File: config.mk
export PLATFORM = sky130hd
export DESIGN_NAME = dbg_window
export DESIGN_NICKNAME = d
export VERILOG_FILES = /design/src/rtl/dbgwin_pkg.sv /design/src/rtl/dbgwin_decode.sv /design/src/rtl/dbgwin_bufs.sv /design/src/rtl/dbgwin_handshake.sv /design/src/rtl/dbg_window.sv
export SDC_FILE = /design/constraint.sdc
export NUM_CORES = 1
export LEC_CHECK = 0
export ABC_CLOCK_PERIOD_IN_PS = 1620
export BUFFER_PORTS_ARGS = -buffer_cell sky130_fd_sc_hd__buf_2
export CAP_MARGIN = 10
export CORE_MARGIN = 2
export CORE_UTILIZATION = 38
export DETAILED_ROUTE_END_ITERATION = 8
export GPL_TIMING_DRIVEN = 0
export SETUP_SLACK_MARGIN = 0.1
export SYNTH_ARGS = -nofsm -noshare
export SYNTH_HDL_FRONTEND = slang
export SYNTH_SLANG_ARGS = --single-unit
File: constraint.sdc
create_clock -name clk -period 1.62 [get_ports clk]
set_clock_uncertainty 0.2 [all_clocks]
set_input_delay 0.081 -clock clk [delete_from_list [all_inputs] [get_ports clk]]
set_output_delay 0.081 -clock clk [all_outputs]
set_load 0.1 [all_outputs]
File: src/rtl/dbgwin_pkg.sv
package dbgwin_pkg;

    // Region selected by address bits just above a region's offset.
    typedef enum logic [1:0] {
        RGN_CODE = 2'd0,
        RGN_PBUF = 2'd1,
        RGN_DBUF = 2'd2,
        RGN_STAT = 2'd3
    } region_e;

    // CPU-side handshake state.
    typedef enum logic [1:0] {
        HS_RUNNING   = 2'd0,
        HS_PARKED    = 2'd1,
        HS_RESUMING  = 2'd2,
        HS_EXECUTING = 2'd3
    } hs_state_e;

    // Status word bit positions (park code depends on these).
    localparam int SB_HALT_ACK   = 0;
    localparam int SB_RESUME_REQ = 1;
    localparam int SB_RESUME_ACK = 2;
    localparam int SB_EXEC_REQ   = 3;
    localparam int SB_EXEC_ACK   = 4;
    localparam int SB_EXC_ACK    = 5;

    // Each region spans 2**REGION_LG bytes.
    localparam int REGION_LG = 7;

    localparam logic [15:0] CODE_TAG = 16'hD0C5;

    // Constant park-code image, computed from the word index.
    function automatic logic [31:0] code_word(input logic [15:0] idx);
        return {CODE_TAG, idx};
    endfunction

endpackage

File: src/rtl/dbgwin_decode.sv
module dbgwin_decode
    import dbgwin_pkg::*;
#(
    parameter int unsigned          ADDR_W    = 32,
    parameter logic [ADDR_W-1:0]    BASE_ADDR = 32'hFFFF_F800,
    localparam int unsigned         WIN_LG    = REGION_LG + 2,
    localparam int unsigned         WORD_W    = REGION_LG - 2
) (
    input  logic [ADDR_W-1:0] addr,
    output logic              in_win,
    output region_e           region,
    output logic [WORD_W-1:0] word
);

    logic byte_lane_unused;

    assign in_win           = (addr[ADDR_W-1:WIN_LG] == BASE_ADDR[ADDR_W-1:WIN_LG]);
    assign region           = region_e'(addr[WIN_LG-1:REGION_LG]);
    assign word             = addr[REGION_LG-1:2];
    assign byte_lane_unused = ^addr[1:0];

endmodule

File: src/rtl/dbgwin_bufs.sv
module dbgwin_bufs #(
    parameter int unsigned  DATA_W    = 32,
    parameter int unsigned  BUF_WORDS = 4,
    localparam int unsigned IDX_W     = $clog2(BUF_WORDS)
) (
    input  logic              clk,
    input  logic              rst_n,
    input  logic              ctl_pbuf_we,
    input  logic              ctl_dbuf_we,
    input  logic [IDX_W-1:0]  ctl_addr,
    input  logic [DATA_W-1:0] ctl_wdata,
    input  logic              cpu_dbuf_we,
    input  logic [IDX_W-1:0]  cpu_idx,
    input  logic [DATA_W-1:0] cpu_wdata,
    output logic [DATA_W-1:0] pbuf_rd,
    output logic [DATA_W-1:0] dbuf_rd
);

    logic [DATA_W-1:0] pbuf_q [BUF_WORDS];
    logic [DATA_W-1:0] dbuf_q [BUF_WORDS];

    for (genvar w = 0; w < BUF_WORDS; w++) begin : g_word
        logic ctl_hit;
        logic cpu_hit;

        assign ctl_hit = (ctl_addr == IDX_W'(w));
        assign cpu_hit = (cpu_idx  == IDX_W'(w));

        // Program buffer: controller is the only writer.
        always_ff @(posedge clk or negedge rst_n) begin
            if (!rst_n) begin
                pbuf_q[w] <= '0;
            end else if (ctl_pbuf_we && ctl_hit) begin
                pbuf_q[w] <= ctl_wdata;
            end
        end

        // Data buffer: both sides write, controller wins a collision.
        always_ff @(posedge clk or negedge rst_n) begin
            if (!rst_n) begin
                dbuf_q[w] <= '0;
            end else if (ctl_dbuf_we && ctl_hit) begin
                dbuf_q[w] <= ctl_wdata;
            end else if (cpu_dbuf_we && cpu_hit) begin
                dbuf_q[w] <= cpu_wdata;
            end
        end
    end

    assign pbuf_rd = pbuf_q[cpu_idx];
    assign dbuf_rd = dbuf_q[cpu_idx];

endmodule

File: src/rtl/dbgwin_handshake.sv
module dbgwin_handshake
    import dbgwin_pkg::*;
(
    input  logic clk,
    input  logic rst_n,
    input  logic ack_wr,
    input  logic ack_halt,
    input  logic ack_resume,
    input  logic ack_exec,
    input  logic ack_exc,
    input  logic ctl_resume_req,
    input  logic ctl_exec_req,
    input  logic ctl_exc_clr,
    output logic halted,
    output logic resuming,
    output logic executing,
    output logic exception,
    output logic resume_pend,
    output logic exec_pend
);

    hs_state_e state_q;
    hs_state_e state_d;
    logic      resume_pend_q;
    logic      exec_pend_q;
    logic      exc_q;
    logic      resume_clr;
    logic      exec_clr;

    // Next state: execute over resume over halt within one write.
    always_comb begin
        state_d = state_q;
        if (ack_wr) begin
            if (ack_exec) begin
                state_d = HS_EXECUTING;
            end else if (ack_resume) begin
                state_d = HS_RESUMING;
            end else if (ack_halt) begin
                state_d = HS_PARKED;
            end
        end
    end

    // State register.
    always_ff @(posedge clk or negedge rst_n) begin
        if (!rst_n) begin
            state_q <= HS_RUNNING;
        end else begin
            state_q <= state_d;
        end
    end

    // State outputs.
    always_comb begin
        halted    = 1'b0;
        resuming  = 1'b0;
        executing = 1'b0;
        unique case (state_q)
            HS_RUNNING:   begin end
            HS_PARKED:    halted    = 1'b1;
            HS_RESUMING:  resuming  = 1'b1;
            HS_EXECUTING: executing = 1'b1;
        endcase
    end

    assign resume_clr = ack_wr & ack_resume;
    assign exec_clr   = ack_wr & ack_exec;

    // Pending requests: accepted only while parked, acknowledge clear wins.
    always_ff @(posedge clk or negedge rst_n) begin
        if (!rst_n) begin
            resume_pend_q <= 1'b0;
            exec_pend_q   <= 1'b0;
            exc_q         <= 1'b0;
        end else begin
            resume_pend_q <= resume_clr ? 1'b0 : (resume_pend_q | (ctl_resume_req & halted));
            exec_pend_q   <= exec_clr   ? 1'b0 : (exec_pend_q   | (ctl_exec_req   & halted));
            exc_q         <= (ack_wr & ack_exc) | (exc_q & ~ctl_exc_clr);
        end
    end

    assign resume_pend = resume_pend_q;
    assign exec_pend   = exec_pend_q;
    assign exception   = exc_q;

endmodule

File: src/rtl/dbg_window.sv
module dbg_window
    import dbgwin_pkg::*;
#(
    parameter int unsigned       ADDR_W     = 32,
    parameter int unsigned       DATA_W     = 32,
    parameter logic [ADDR_W-1:0] BASE_ADDR  = 32'hFFFF_F800,
    parameter int unsigned       BUF_WORDS  = 4,
    parameter int unsigned       CODE_WORDS = 8
) (
    input  logic                         clk,
    input  logic                         rst_n,
    input  logic                         cpu_req,
    input  logic                         cpu_we,
    input  logic [ADDR_W-1:0]            cpu_addr,
    input  logic [DATA_W-1:0]            cpu_wdata,
    output logic [DATA_W-1:0]            cpu_rdata,
    output logic                         cpu_ready,
    input  logic                         ctl_resume_req,
    input  logic                         ctl_exec_req,
    input  logic                         ctl_exc_clr,
    input  logic                         ctl_pbuf_we,
    input  logic                         ctl_dbuf_we,
    input  logic [$clog2(BUF_WORDS)-1:0] ctl_addr,
    input  logic [DATA_W-1:0]            ctl_wdata,
    output logic                         st_halted,
    output logic                         st_resuming,
    output logic                         st_executing,
    output logic                         st_exception
);

    localparam int unsigned IDX_W      = $clog2(BUF_WORDS);
    localparam int unsigned CODE_IDX_W = $clog2(CODE_WORDS);
    localparam int unsigned WORD_W     = REGION_LG - 2;

    logic              in_win;
    region_e           rgn;
    logic [WORD_W-1:0] word;
    logic              wr_hit;
    logic              stat_wr;
    logic              dbuf_wr;
    logic [DATA_W-1:0] pbuf_rd;
    logic [DATA_W-1:0] dbuf_rd;
    logic              resume_pend;
    logic              exec_pend;
    logic [DATA_W-1:0] rd_val;
    logic [DATA_W-1:0] rdata_q;
    logic              ready_q;
    logic              word_unused;

    dbgwin_decode #(
        .ADDR_W    (ADDR_W),
        .BASE_ADDR (BASE_ADDR)
    ) u_decode (
        .addr   (cpu_addr),
        .in_win (in_win),
        .region (rgn),
        .word   (word)
    );

    assign wr_hit      = cpu_req & cpu_we & in_win;
    assign stat_wr     = wr_hit & (rgn == RGN_STAT);
    assign dbuf_wr     = wr_hit & (rgn == RGN_DBUF);
    assign word_unused = ^word;

    dbgwin_bufs #(
        .DATA_W    (DATA_W),
        .BUF_WORDS (BUF_WORDS)
    ) u_bufs (
        .clk         (clk),
        .rst_n       (rst_n),
        .ctl_pbuf_we (ctl_pbuf_we),
        .ctl_dbuf_we (ctl_dbuf_we),
        .ctl_addr    (ctl_addr),
        .ctl_wdata   (ctl_wdata),
        .cpu_dbuf_we (dbuf_wr),
        .cpu_idx     (word[IDX_W-1:0]),
        .cpu_wdata   (cpu_wdata),
        .pbuf_rd     (pbuf_rd),
        .dbuf_rd     (dbuf_rd)
    );

    dbgwin_handshake u_hs (
        .clk            (clk),
        .rst_n          (rst_n),
        .ack_wr         (stat_wr),
        .ack_halt       (cpu_wdata[SB_HALT_ACK]),
        .ack_resume     (cpu_wdata[SB_RESUME_ACK]),
        .ack_exec       (cpu_wdata[SB_EXEC_ACK]),
        .ack_exc        (cpu_wdata[SB_EXC_ACK]),
        .ctl_resume_req (ctl_resume_req),
        .ctl_exec_req   (ctl_exec_req),
        .ctl_exc_clr    (ctl_exc_clr),
        .halted         (st_halted),
        .resuming       (st_resuming),
        .executing      (st_executing),
        .exception      (st_exception),
        .resume_pend    (resume_pend),
        .exec_pend      (exec_pend)
    );

    // Read mux; the status word exposes only request bits.
    always_comb begin
        rd_val = '0;
        if (in_win) begin
            unique case (rgn)
                RGN_CODE: rd_val = DATA_W'(code_word(16'(word[CODE_IDX_W-1:0])));
                RGN_PBUF: rd_val = pbuf_rd;
                RGN_DBUF: rd_val = dbuf_rd;
                RGN_STAT: begin
                    rd_val[SB_EXEC_REQ]   = exec_pend;
                    rd_val[SB_RESUME_REQ] = resume_pend & ~exec_pend;
                end
            endcase
        end
    end

    // One-cycle response register.
    always_ff @(posedge clk or negedge rst_n) begin
        if (!rst_n) begin
            ready_q <= 1'b0;
            rdata_q <= '0;
        end else begin
            ready_q <= cpu_req;
            rdata_q <= (cpu_req && !cpu_we) ? rd_val : '0;
        end
    end

    assign cpu_ready = ready_q;
    assign cpu_rdata = rdata_q;

endmodule

==> run metrics <==
outcome complete, but fails checks; failing checks negative hold slack, negative setup slack; antenna-violating nets left 0; row count 70; Comb pwr share 0.193; Initial Util 0.388; Place WS -1.33 ns; Top Ports between 100 and 150; final wirelength roughly 42 mm; initial antenna violation count 3; cts bufs inserted 35; Post-Layout Inst Area around 0.019 sq mm; minimum clock period after layout around 1.8 ns; met1 Track Usage GR 0.294; multi-input logic area between 0.007 and 0.008 sq mm; DP Area approximately 0.016 sq mm; Main synth FF type dfrtp_1; CP Data Arrival Time 1.98 ns; Crit Reg-Reg Endpoint cpu_rdata[0]; yosys warns 0; DRC viols 0; largest area contributor in the netlist dfrtp_1; Syn Nets ~1000; clk sink count slightly below 300; Yosys top cell area share 0.516; P&R area growth vs syn 35.2%; Placeable Area around 0.037 sq mm; Storage cell area between 0.007 and 0.008 sq mm; switching portion of total power 0.249; Initial DRT Pass Iterations 6; routing usage on met2 0.346; Synth area leaders dfrtp_1 (52%), mux2_2 (30%), mux4_2 (9.9%); Vert. Die Dim ~200 um; Slowest-stage cell, CP or4b_4; critical path endpoint category register; most used cell, CP buf_12; final hold viol count between 150 and 200; f_max roughly 570 MHz; power share of the clock group 0.368; worst reg2reg path startpoint u_bufs.dbuf_q[0]; CTS Buffer Depth 3; crit path max fanout 6; Period Utilization, post-route 1.09; Seq pwr share 0.440; Synth cell types 35; global-route wire length before repair between 60 and 70 mm; Cells after Synth roughly 940; Die W approximately 200 um; share of layout cells above drive strength 1 0.626; Startpoint Class input port; Commonest cells post-synth mux2_2 (382), dfrtp_1 (294), mux4_2 (63), clkbuf_1 (38), nor2_1 (25); Via Count ~9500; pin count of the biggest net entering global routing between 100 and 150; die area about 0.04 sq mm; Avg Cell Area, Syn 15.2 sq um; #FFs+latches synth 294; crit path kind in2reg; worst hold margin -0.662 ns; Total GRT Usage 0.213; PortBufs around 140; Crit path required time around 1.8 ns; reg2reg path depth 3; clock transition at the registers of the reported paths around 0.060 ns; pins over their slew limit 0; H-tree lvl count 2; Pint ~0.016 W; CTS Root Cell clkbuf_16; WL/cell between 20 and 25 um; routed vias/inst approximately 5.5; GP Congestion 0.754; flop2flop setup slack 0.01 ns; Slew headroom 0.432; nets@finish around 1300; CTS tree built; dpl hpwl approximately 25 mm; max incr delay on CP ~0.53 ns; setup TNS -5.13 ns; setup ws final -0.144 ns; count leader, synth mux2_2; met3 usage 0.0380; clk_lat worst skew around 0.53 ns; GRT Max-Usage Layer met2; unrepaired setup endpoints after global routing yes; Max Cap Viol 0; Worst-Margin Slew about 0.85 ns; Post-synth EDFFs 0; # fillers 3081; Leakage about 8.3 nW; sequential share of the synthesized area 0.516; Cell Chain, Critical Path buf_6, nand4bb_1, or4_4, buf_12, or4b_4, buf_12, buf_12, a21oi_4; maximum vdd drop ~600 uV; post-synthesis cell area 0.0143 sq mm; number of global-route vias before repair 10159; grt ovf 0; net switching power between 0.005 and 0.006 W; class of the worst hold path in2async; PD cells between 1000 and 1500 mW/mm^2; Final setup viols 88; 1st-iter DRT viols slightly below 600; Post-synth ARST share 1.00
[per-layer routing]
metal | part of all wire | vias up
met1 | 0.45 | 5066
met5 | 0 | -
li1 | - | 4144
met3 | 0.049 | 58
met2 | 0.48 | 255
met4 | 0.021 | 0
[placed cells by master (no fill, tap or decap), drive strengths merged, types with 9 or more instances in the layout]
master       synthesis  layout
clkinv               0       9
clkbuf              38      92
buf                 29     199
mux2               382     382
a21oi               15      15
a22oi               24      24
nand2               11      11
nor2                25      25
mux4                63      63
dfrtp              294     294
dlygate4sd3          0      76
o21bai               9       9
[flip-flops by register name, indices dropped and copies added, names as in the netlist]
signal and count:
u_hs.resume_pend 1, cpu_rdata 32, u_hs.state_q 2, u_bufs.pbuf_q 128, u_hs.exec_pend 1, u_bufs.dbuf_q 128, u_hs.exception 1, cpu_ready 1
[logic make-up after synthesis]
| family | share of synthesized area |
|---|---|
| AO/OA/AOI/OAI | 0.0331 |
| flip-flops | 0.516 |
| multiplexers | 0.402 |
| buffers and inverters | 0.0229 |
| AND/OR/NAND/NOR | 0.0259 |
[worst max-delay path, delay by kind of cell]
family          cells  cell delay [ns]
simple gates        3             1.16
compound gates      1             0.17
buf+inv             4             0.58
[timing repair]
| action | CTS | global route |
|---|---|---|
| endpoints found under the hold margin | 462 | 104 |
| buffers inserted | 16 | 12 |
| cloned | 4 | 10 |
| gates resized for setup | 179 | 106 |
| pin swaps | 3 | 6 |
| hold buffers | 76 | 1 |
| setup endpoints to repair | 196 | 276 |
[stage by stage]
stage          cells  total power [W]   util
2_1_floorplan    941           0.0117      -
3_3_place_gp    1544           0.0127  0.430
3_5_place_dp    1546           0.0128  0.432
4_1_cts         1701           0.0210  0.505
5_1_grt         1724           0.0220  0.524
6_report        1726           0.0211  0.524
[power by group through the flow]
stage / combinational, W / clock (W) / sequential (W)
after floorplan: 0.00257 / 0 / 0.00914
after global placement: 0.00333 / 0 / 0.00932
after detailed placement: 0.00342 / 0 / 0.00936
after CTS: 0.00382 / 0.00794 / 0.00925
after global routing: 0.00436 / 0.00826 / 0.00942
final: 0.00406 / 0.00776 / 0.00928
[how the worst max path moves through the flow]
| stage | end | cells after the start | start |
|---|---|---|---|
| 6_report | cpu_rdata[18] | 8 | cpu_addr[9] |
| 2_1_floorplan | cpu_rdata[1] | 6 | cpu_addr[30] |
| 3_5_place_dp | cpu_rdata[14] | 7 | cpu_addr[7] |
| 5_1_grt | cpu_rdata[18] | 8 | cpu_addr[9] |
| 3_3_place_gp | u_bufs.dbuf_q[49] | 1 | rst_n |
| 4_1_cts | cpu_rdata[18] | 8 | cpu_addr[9] |
[cell type report]
type / instances / share of cell area
Inverter: 4 / 0.000778
Multi-Input combinational cell: 576 / 0.376
Buffer: 67 / 0.0325
Tap cell: 468 / 0.0304
Antenna cell: 4 / 0.000519
Sequential cell: 294 / 0.381
Clock inverter: 13 / 0.00694
Timing Repair Buffer: 254 / 0.120
Clock buffer: 46 / 0.0512
Note: power is estimated with default switching activity, not from simulation.
